`src/rtl/slc_pkg.sv`:
```
package slc_pkg;
  // byte lanes touched inside an 8-byte doubleword
  function automatic logic [7:0] lane_mask(input logic [2:0] off, input logic [1:0] sz);
    logic [7:0] m;
    case (sz)
      2'd0:    m = 8'h01;
      2'd1:    m = 8'h03;
      2'd2:    m = 8'h0f;
      default: m = 8'hff;
    endcase
    return m << off;
  endfunction
endpackage

```
`src/rtl/slc_overlap.sv`:
```
module slc_overlap #(
  parameter int BASE_W = 29
) (
  input  logic              valid_i,
  input  logic [BASE_W-1:0] base_a_i,
  input  logic [7:0]        mask_a_i,
  input  logic [BASE_W-1:0] base_b_i,
  input  logic [7:0]        mask_b_i,
  output logic              hit_o
);
  assign hit_o = valid_i && (base_a_i == base_b_i) && ((mask_a_i & mask_b_i) != 8'h00);
endmodule

```
`src/rtl/slc_pick.sv`:
```
module slc_pick #(
  parameter int N = 8
) (
  input  logic [N-1:0] req_i,
  output logic [N-1:0] gnt_o,
  output logic         any_o
);
  always_comb begin
    gnt_o = '0;
    for (int i = N - 1; i >= 0; i--) begin
      if (req_i[i]) gnt_o = N'(1) << i;
    end
  end
  assign any_o = |req_i;
endmodule

```
`src/rtl/slc_check_table.sv`:
```
module slc_check_table #(
  parameter int N      = 8,
  parameter int TAG_W  = 7,
  parameter int ADDR_W = 32
) (
  input  logic              clk_i,
  input  logic              rst_ni,
  input  logic              ld_valid_i,
  input  logic [TAG_W-1:0]  ld_tag_i,
  input  logic [ADDR_W-1:0] ld_addr_i,
  input  logic [1:0]        ld_size_i,
  input  logic              st_valid_i,
  input  logic [ADDR_W-1:0] st_addr_i,
  input  logic [1:0]        st_size_i,
  input  logic              chk_valid_i,
  input  logic [TAG_W-1:0]  chk_tag_i,
  input  logic              chk_keep_i,
  output logic              chk_pass_o
);
  import slc_pkg::*;

  localparam int IDX_W  = (N > 1) ? $clog2(N) : 1;
  localparam int BASE_W = ADDR_W - 3;

  logic [N-1:0]        valid_q;
  logic [TAG_W-1:0]    tag_q  [N];
  logic [BASE_W-1:0]   base_q [N];
  logic [7:0]          mask_q [N];
  logic [IDX_W-1:0]    rr_q;

  logic [7:0]   st_mask, ld_mask;
  logic [N-1:0] ov_hit, st_hit, chk_hit, clr, valid_mid, ld_match;
  logic [N-1:0] free_oh, rep_oh, rr_oh, sel_oh;
  logic         free_any, rep_any, evict;

  assign st_mask = lane_mask(st_addr_i[2:0], st_size_i);
  assign ld_mask = lane_mask(ld_addr_i[2:0], ld_size_i);

  for (genvar i = 0; i < N; i++) begin : g_ent
    slc_overlap #(.BASE_W(BASE_W)) u_ov (
      .valid_i (valid_q[i]),
      .base_a_i(base_q[i]),
      .mask_a_i(mask_q[i]),
      .base_b_i(st_addr_i[ADDR_W-1:3]),
      .mask_b_i(st_mask),
      .hit_o   (ov_hit[i])
    );
    assign st_hit[i]   = st_valid_i && ov_hit[i];
    assign chk_hit[i]  = valid_q[i] && (tag_q[i] == chk_tag_i);
    assign ld_match[i] = valid_mid[i] && (tag_q[i] == ld_tag_i);
    assign rr_oh[i]    = (rr_q == IDX_W'(i));
  end

  assign chk_pass_o = chk_valid_i && (chk_hit != '0);
  assign clr        = (chk_pass_o && !chk_keep_i) ? chk_hit : '0;
  // store first, then check release, then insert
  assign valid_mid  = valid_q & ~st_hit & ~clr;

  slc_pick #(.N(N)) u_rep  (.req_i(ld_match),   .gnt_o(rep_oh),  .any_o(rep_any));
  slc_pick #(.N(N)) u_free (.req_i(~valid_mid), .gnt_o(free_oh), .any_o(free_any));

  assign evict  = ld_valid_i && !rep_any && !free_any;
  assign sel_oh = rep_any ? rep_oh : (free_any ? free_oh : rr_oh);

  always_ff @(posedge clk_i or negedge rst_ni) begin
    if (!rst_ni) begin
      valid_q <= '0;
      rr_q    <= '0;
      for (int i = 0; i < N; i++) begin
        tag_q[i]  <= '0;
        base_q[i] <= '0;
        mask_q[i] <= '0;
      end
    end else begin
      valid_q <= valid_mid | (ld_valid_i ? sel_oh : '0);
      for (int i = 0; i < N; i++) begin
        if (ld_valid_i && sel_oh[i]) begin
          tag_q[i]  <= ld_tag_i;
          base_q[i] <= ld_addr_i[ADDR_W-1:3];
          mask_q[i] <= ld_mask;
        end
      end
      if (evict) rr_q <= (rr_q == IDX_W'(N - 1)) ? '0 : rr_q + 1'b1;
    end
  end


  pass_needs_req_chk: assert property (@(posedge clk_i) disable iff (!rst_ni)
    chk_pass_o |-> chk_valid_i);

  tag_unique_chk: assert property (@(posedge clk_i) disable iff (!rst_ni)
    $onehot0(chk_hit));

  store_kills_chk: assert property (@(posedge clk_i) disable iff (!rst_ni)
    (st_valid_i && !ld_valid_i) |=> ((valid_q & $past(st_hit)) == '0));

  release_chk: assert property (@(posedge clk_i) disable iff (!rst_ni)
    (chk_pass_o && !chk_keep_i && !ld_valid_i) |=> ((valid_q & $past(chk_hit)) == '0));

  sel_onehot_chk: assert property (@(posedge clk_i) disable iff (!rst_ni)
    ld_valid_i |-> $onehot(sel_oh));

  for (genvar i = 0; i < N; i++) begin : g_asrt

    insert_lands_chk: assert property (@(posedge clk_i) disable iff (!rst_ni)
      (ld_valid_i && sel_oh[i]) |=> (valid_q[i] && tag_q[i] == $past(ld_tag_i)));
  end
endmodule

```
`config.mk`:
```
export PLATFORM = sky130hd
export DESIGN_NAME = slc_check_table
export DESIGN_NICKNAME = d
export VERILOG_FILES = /design/src/rtl/slc_pkg.sv /design/src/rtl/slc_overlap.sv /design/src/rtl/slc_pick.sv /design/src/rtl/slc_check_table.sv
export SDC_FILE = /design/constraint.sdc
export NUM_CORES = 1
export LEC_CHECK = 0
export BUFFER_PORTS_ARGS = -buffer_cell sky130_fd_sc_hd__buf_2
export CAP_MARGIN = 20
export CORE_AREA = 2 2 220 179
export CTS_CLUSTER_DIAMETER = 200
export DETAILED_ROUTE_END_ITERATION = 10
export DIE_AREA = 0 0 222 181
export GPL_TIMING_DRIVEN = 1
export PLACE_DENSITY = 0.67
export SYNTH_ARGS = -nofsm -noshare
export SYNTH_HDL_FRONTEND = slang
export SYNTH_HIERARCHICAL = 1
export SYNTH_SLANG_ARGS = --single-unit
```
`constraint.sdc`:
```
create_clock -name clk_i -period 3.8 [get_ports clk_i]
set_clock_uncertainty 0.05 [all_clocks]
set_input_delay 0 -clock clk_i [delete_from_list [all_inputs] [get_ports clk_i]]
set_output_delay 0 -clock clk_i [all_outputs]
set_load 0.01 [all_outputs]
```
# Word-level counts from Yosys, hierarchy flattened
# Index checks and enable logic that the tools add are counted.
classes:
  addsub: 1
  n_eq_ne: 35
  shifts: 2
  mux: 23
  n_bitwise: 14
  n_reduce_logical: 69
op_table:
  columns: ["op", "n"]
  rows:
  - ["29-bit == test", 8]
  - ["8-bit two-way mux", 20]
  - ["7-bit == test", 16]
  - ["8-bit bitwise AND", 10]
  - ["8-bit nonzero test", 9]
  - ["1-bit logical AND", 52]
  - ["8-bit one-hot mux with 3 select lines", 2]
  - ["8-bit NOT", 3]
  - ["8-bit OR reduction", 2]
  - ["8-bit by 3-bit left shift with 8-bit output", 2]
  - ["3-bit == test, second input constant", 4]
  - ["8-bit bitwise OR", 1]
  - ["3-bit by 2-bit == test with 1-bit output, second input constant", 2]
  - ["2-bit by 1-bit == test with 1-bit output, second input constant", 2]
  - ["2-bit == test, second input constant", 2]
  - ["2-bit logical NOT", 2]
  - ["3-bit by 1-bit adder with 3-bit output, second input constant", 1]
  - ["3-bit by 1-bit == test with 1-bit output, second input constant", 1]
  - ["1-bit logical NOT", 3]
  - ["3-bit logical NOT", 1]
  - ["3-bit two-way mux", 1]
totals:
  reg_bits: 363
  in_bits: 88
  out_inout_bits: 1
  wordCells: 170

# Longest topological paths before layout
depth:
  ltp_word: 23
  ltp_mapped: 20

# Cells and area by module
# The synthesis kept the hierarchy.
modules_own_cells:
  columns: ["mod", "instances", "cells_per_inst", "area_per_inst_um2", "seq_area_each_um2"]
  rows:
  - ["slc_check_table", 1, 1146, 15660.0, 9083.7]
  - ["slc_overlap", 8, 45, 366.6, 0.0]
  - ["slc_pick", 2, 12, 101.3, 0.0]

# Worst setup path before layout
# No wires, ideal clock.
synth_path:
  path_kind: "input to register"
  start: "in st_addr_i[1]"
  end: "reg base_q[112] (netlist bit)"
  arrival_ps: 3654
  setup_slack_ps: -29
  path_stages: 17
  path_buffers: 3
  path_cell_list: "clkbuf_1 -> o21a_1 -> nor2_1 -> a211oi_1 -> a22oi_1 -> nand4_1 -> nand3_1 -> nor3_2 -> nand2_1 -> o211ai_1 -> nor3_1 -> nor4_4 -> nand3_1 -> buf_4 -> o211ai_2 -> buf_4 -> mux2_2"
synth_rtl:
  columns: ["item", "line_no", "text"]
  rows:
  - ["start, declared", "slc_check_table.sv:13", "input logic [ADDR_W-1:0] st_addr_i,"]
  - ["8-bit by 3-bit left shift with 8-bit output", "slc_pkg.sv:11", "return m << off;"]
  - ["named net st_mask[5]", "slc_check_table.sv:31", "logic [7:0] st_mask, ld_mask;"]
  - ["8-bit bitwise AND", "slc_overlap.sv:11", "assign hit_o = valid_i && (base_a_i == base_b_i) && ((mask_a_i & mask_b_i) != 8'h00);"]
  - ["8-bit nonzero test", "slc_overlap.sv:11", null]
  - ["1-bit logical AND", "slc_overlap.sv:11", null]
  - ["named net ov_hit[0]", "slc_check_table.sv:32", "logic [N-1:0] ov_hit, st_hit, chk_hit, clr, valid_mid, ld_match;"]
  - ["1-bit logical AND", "slc_check_table.sv:48", "assign st_hit[i] = st_valid_i && ov_hit[i];"]
  - ["8-bit NOT", "slc_check_table.sv:57", "assign valid_mid = valid_q & ~st_hit & ~clr;"]
  - ["8-bit bitwise AND (2 in series)", "slc_check_table.sv:57", null]
  - ["1-bit logical AND", "slc_check_table.sv:50", "assign ld_match[i] = valid_mid[i] && (tag_q[i] == ld_tag_i);"]
  - ["named net ld_match[0]", "slc_check_table.sv:32", null]
  - ["8-bit OR reduction", "slc_pick.sv:14", "assign any_o = |req_i;"]
  - ["named net rep_any", "slc_check_table.sv:34", "logic free_any, rep_any, evict;"]
  - ["8-bit two-way mux", "slc_check_table.sv:63", "assign sel_oh = rep_any ? rep_oh : (free_any ? free_oh : rr_oh);"]
  - ["1-bit logical AND", "slc_check_table.sv:77", "if (ld_valid_i && sel_oh[i]) begin"]
  - ["end signal, assigned by index", "slc_check_table.sv:79", "base_q[i] <= ld_addr_i[ADDR_W-1:3];"]
  - ["end, declared", "slc_check_table.sv:27", "logic [BASE_W-1:0] base_q [N];"]
# The timed path passes the listed nets, and every way through them passes these cells.
# A chain may end at the register's enable or synchronous reset.

# Worst setup path after layout
layout_path:
  start: "reg base_q[215] (netlist bit)"
  end: "reg base_q[111] (netlist bit)"
layout_rtl:
  columns: ["item", "line_no"]
  rows:
  - ["29-bit == test", "slc_overlap.sv:11"]
  - ["1-bit logical AND (2 in series)", "slc_overlap.sv:11"]
  - ["named net ov_hit[0]", "slc_check_table.sv:32"]
  - ["1-bit logical AND", "slc_check_table.sv:48"]
  - ["8-bit NOT", "slc_check_table.sv:57"]
  - ["8-bit bitwise AND (2 in series)", "slc_check_table.sv:57"]
  - ["1-bit logical AND", "slc_check_table.sv:50"]
  - ["named net ld_match[0]", "slc_check_table.sv:32"]
  - ["8-bit OR reduction", "slc_pick.sv:14"]
  - ["named net rep_any", "slc_check_table.sv:34"]
  - ["8-bit two-way mux", "slc_check_table.sv:63"]
  - ["1-bit logical AND", "slc_check_table.sv:77"]
# The timed path passes the listed nets, and every way through them passes these cells.

==> metrics.csv <==
stage;metric;value;unit
final_layout;final_cell_mix;dfrtp_1 (363), xor2_1 (266), mux2_4 (221);
critical_path;arrival;4.36;ns
grt;grt_pass1_wl;76400;um
grt;grt_overflow_total;0;
sta;finalHoldWorstSlack;0.0238;ns
synthesis;synth.largest_area_cell;dfrtp_1;
routing;drc_errors;0;
clocking;cts_tree;built;
synthesis;synth-seq-cells;363;
die;fp.coreArea;37900;sq um
routing;drtIter0Drc;1000;
critical_path;cp_num_buf_inv;7;
sta;slew_headroom;36.8;%
routing;detail-route-antenna-nets;0;
clocking;cts_sinks;363;
run_status;failed_checks;negative setup slack;
die;start_util;49.6;%
grt;grt_pass1_vias;13090;
clocking;path_clk_slew;0.06;ns
die;io_pins;89;
critical_path;critPathRequiredTime;4.18;ns
synthesis;synth_cell_types;53;
routing;wl;51300;um
sta;fmax;251;MHz
power;p_leak;11.2;nW
power;p_clk_share;18.6;%
sta;hold_viol;0;
placed_design;dpl.hpwl;32300;um
power;power_density;880;nW/um^2
grt;grt_usage;24.4;%
grt;grt_antenna_before_repair;3;
clocking;htreeDepth;2;
final_layout;fin_cells;2285;
final_layout;syn2layout_area_growth;26.0;%
critical_path;path_class;reg -> reg;
synthesis;ys.flop_type;dfrtp_1;
hold_path;hp-class;in -> reg;
final_layout;drive_gt1_share;36.6;%
run;cap_violations;0;
sta;setup_viol;257;
critical_path;path_delay_family;simple AND/OR/NAND/NOR gates;
clocking;cts_buffers;38;
power;pwr-share-comb;46.3;%
clocking;clk_latency;0.55;ns
power;irDropWorstVdd;0.494;mV
power;total_power;20.8;mW
final_layout;layout_commonest_cell;dfrtp_1;
synthesis;yosysSeqAreaShare;48.3;%
power;seqPwrFrac;35.0;%
die;die_h;181;um
routing;dr.pass1.iters;5;
sta;setup_slack;-0.183;ns
run_status;outcome;finished, violations left;
synthesis;synth_area_leaders;dfrtp_1 (48%), mux2_2 (13%), xor2_1 (12%);
power;switchingPower;6.96;mW
critical_path;r2r_setup_slack;-0.18;ns
final_layout;nets;1854;
sta;slew_violations;0;
critical_path;end_kind;flip-flop;
critical_path;cp_cell_sequence;xor2_1 -> nor4_2 -> buf_4 -> nand4_1 -> buf_4 -> nor3_4 -> nand2_1 -> o211ai_1 -> nor3_2 -> nor4_4 -> nand3_1 -> buf_6 -> buf_4 -> buf_6 -> o211ai_4 -> buf_12 -> buf_12 -> mux2_2;
die;core.rowCount;64;
synthesis;syn_inst;1530;
power;swShare;33.4;%
routing;routed_via_density;5.63;
final_layout;final_area;23700;sq um
critical_path;slowest_delay;0.39;ns
sta;rsz0062_at_grt;yes;
placed_design;place_area;20600;sq um
synthesis;syn_area_per_cell;12.3;sq um
routing;via_count;12872;
placed_design;globalplace.congestion;0.859;
synthesis;synth-edff-count;0;
die;die_w;222;um
synthesis;syn_nets;1624;
critical_path;critPathSlowestCell;dfrtp_1;
sta;finalCritPeriodShare;105;%
placed_design;placed_cells;2144;
critical_path;worstSetupStartpointType;flip-flop;
die;die_area;40200;sq um
sta;worstMarginPinSlew;0.948;ns
synthesis;async_reset_ff_share;100;%
synthesis;ys_warn_count;6;
synthesis;synth_top_area_share;48.3;%
power;intPower;13.9;mW
final_layout;fillers;2876;
sta;fin_crit;3.98;ns
synthesis;netlist_area;18800;sq um
routing;drt-wirelength-per-cell;22.5;um
critical_path;critPathMaxFanout;10;
critical_path;crit_top_cell;buf_4;
placed_design;pre_cts_ws;-0.341;ns
clocking;cts-root-buf;clkbuf_16;
placed_design;portBuffers;88;
clocking;clock_path_buffers;3;
grt;grt_max_degree;114;
[final timing paths]
path                                         startpoint                      end  depth (start not counted)
worst max-delay path            base_q[215]$_DFFE_PN0P_  base_q[111]$_DFFE_PN0P_                         18
worst min-delay path                       ld_addr_i[0]   mask_q[24]$_DFFE_PN0P_                          3
worst min register to register    mask_q[7]$_DFFE_PN0P_    mask_q[7]$_DFFE_PN0P_                          2
min in group asynchronous                        rst_ni   mask_q[40]$_DFFE_PN0P_                          2
worst max register to register  base_q[215]$_DFFE_PN0P_  base_q[111]$_DFFE_PN0P_                         18
max in group asynchronous                        rst_ni    base_q[4]$_DFFE_PN0P_                          3
[per-stage QoR]
step | utilization [%] | setup TNS, ns
global route | 62.5 | -44.99
floorplan | - | 0
finish | 62.5 | -19.27
detailed placement | 54.3 | -87.00
CTS | 59.8 | -3.15
global placement | 54.3 | -74.48
[synthesized netlist by cell type, types with 5 or more instances]
master / n
nor3_2: 8
nand3_1: 27
a22oi_1: 32
nand2_1: 95
o211ai_1: 8
mux2_1: 5
nand4_1: 34
nor2_1: 20
o21ai_0: 73
xor2_1: 266
nor4_2: 8
a21oi_1: 8
dfrtp_1: 363
mux2_2: 219
xnor2_1: 78
clkbuf_1: 26
nand2b_1: 8
mux2_4: 66
buf_2: 17
buf_4: 23
ha_1: 6
nor3_1: 11
buf_6: 10
nor4_1: 55
[cell families after synthesis]
| logic type | share of synthesized area, % |
|---|---|
| DFF | 48.3 |
| adders and majority gates | 0.399 |
| AOI/OAI and AO/OA | 4.76 |
| and+or+nand+nor | 8.98 |
| muxes | 18.9 |
| xor gates and xnor gates | 16.0 |
| buffers and inverters | 2.65 |
[area by class of cell]
type | count | area, sq um | area share [%]
multi-input cells | 1083 | 10000 | 42.3
flip-flops and latches | 363 | 9080 | 38.4
repair buffers | 270 | 2650 | 11.2
clock buffers | 53 | 1100 | 4.64
well taps | 495 | 619 | 2.62
clock inverters | 15 | 189 | 0.798
inverters | 4 | 15.0 | 0.0634
diodes | 2 | 5.00 | 0.0211
[tightest hold or removal path: stages]
cell and delay (ns):
buf_2 0.16, or3_1 0.33, o21ai_2 0.08
[routing by layer]
layer / wire length (um) / part of all wire, % / global-route usage, %
met5: 13 / 0.025 / 0
met4: 1370 / 2.7 / 6.95
met3: 2480 / 4.8 / 4.24
met2: 23900 / 47 / 39.3
met1: 23600 / 46 / 34.0
[power by group through the flow]
stage                     Clock [mW]  Combinational [mW]  Sequential, mW
final                           3.88                9.66            7.30
after detailed placement           0                7.60            7.26
after CTS                       3.94                8.31            7.23
after global routing            4.12                10.3            7.52
after global placement             0                7.36            7.18
after floorplan                    0                5.67            6.90
[repair_timing]
action,4_1_cts,5_1_grt
endpoints found under the setup margin,353,350
gates cloned,2,15
buffers inserted,8,16
gates resized for setup,81,168
hold buffers,33,0
endpoints found under the hold margin,342,0
pin swaps,11,11
[sequential cells by signal, summed over array words and instances (netlist names)]
| name | flops |
|---|---|
| valid_q | 8 |
| rr_q | 3 |
| base_q | 232 |
| tag_q | 56 |
| mask_q | 64 |
No activity file was read; power rests on OpenSTA's default activity.
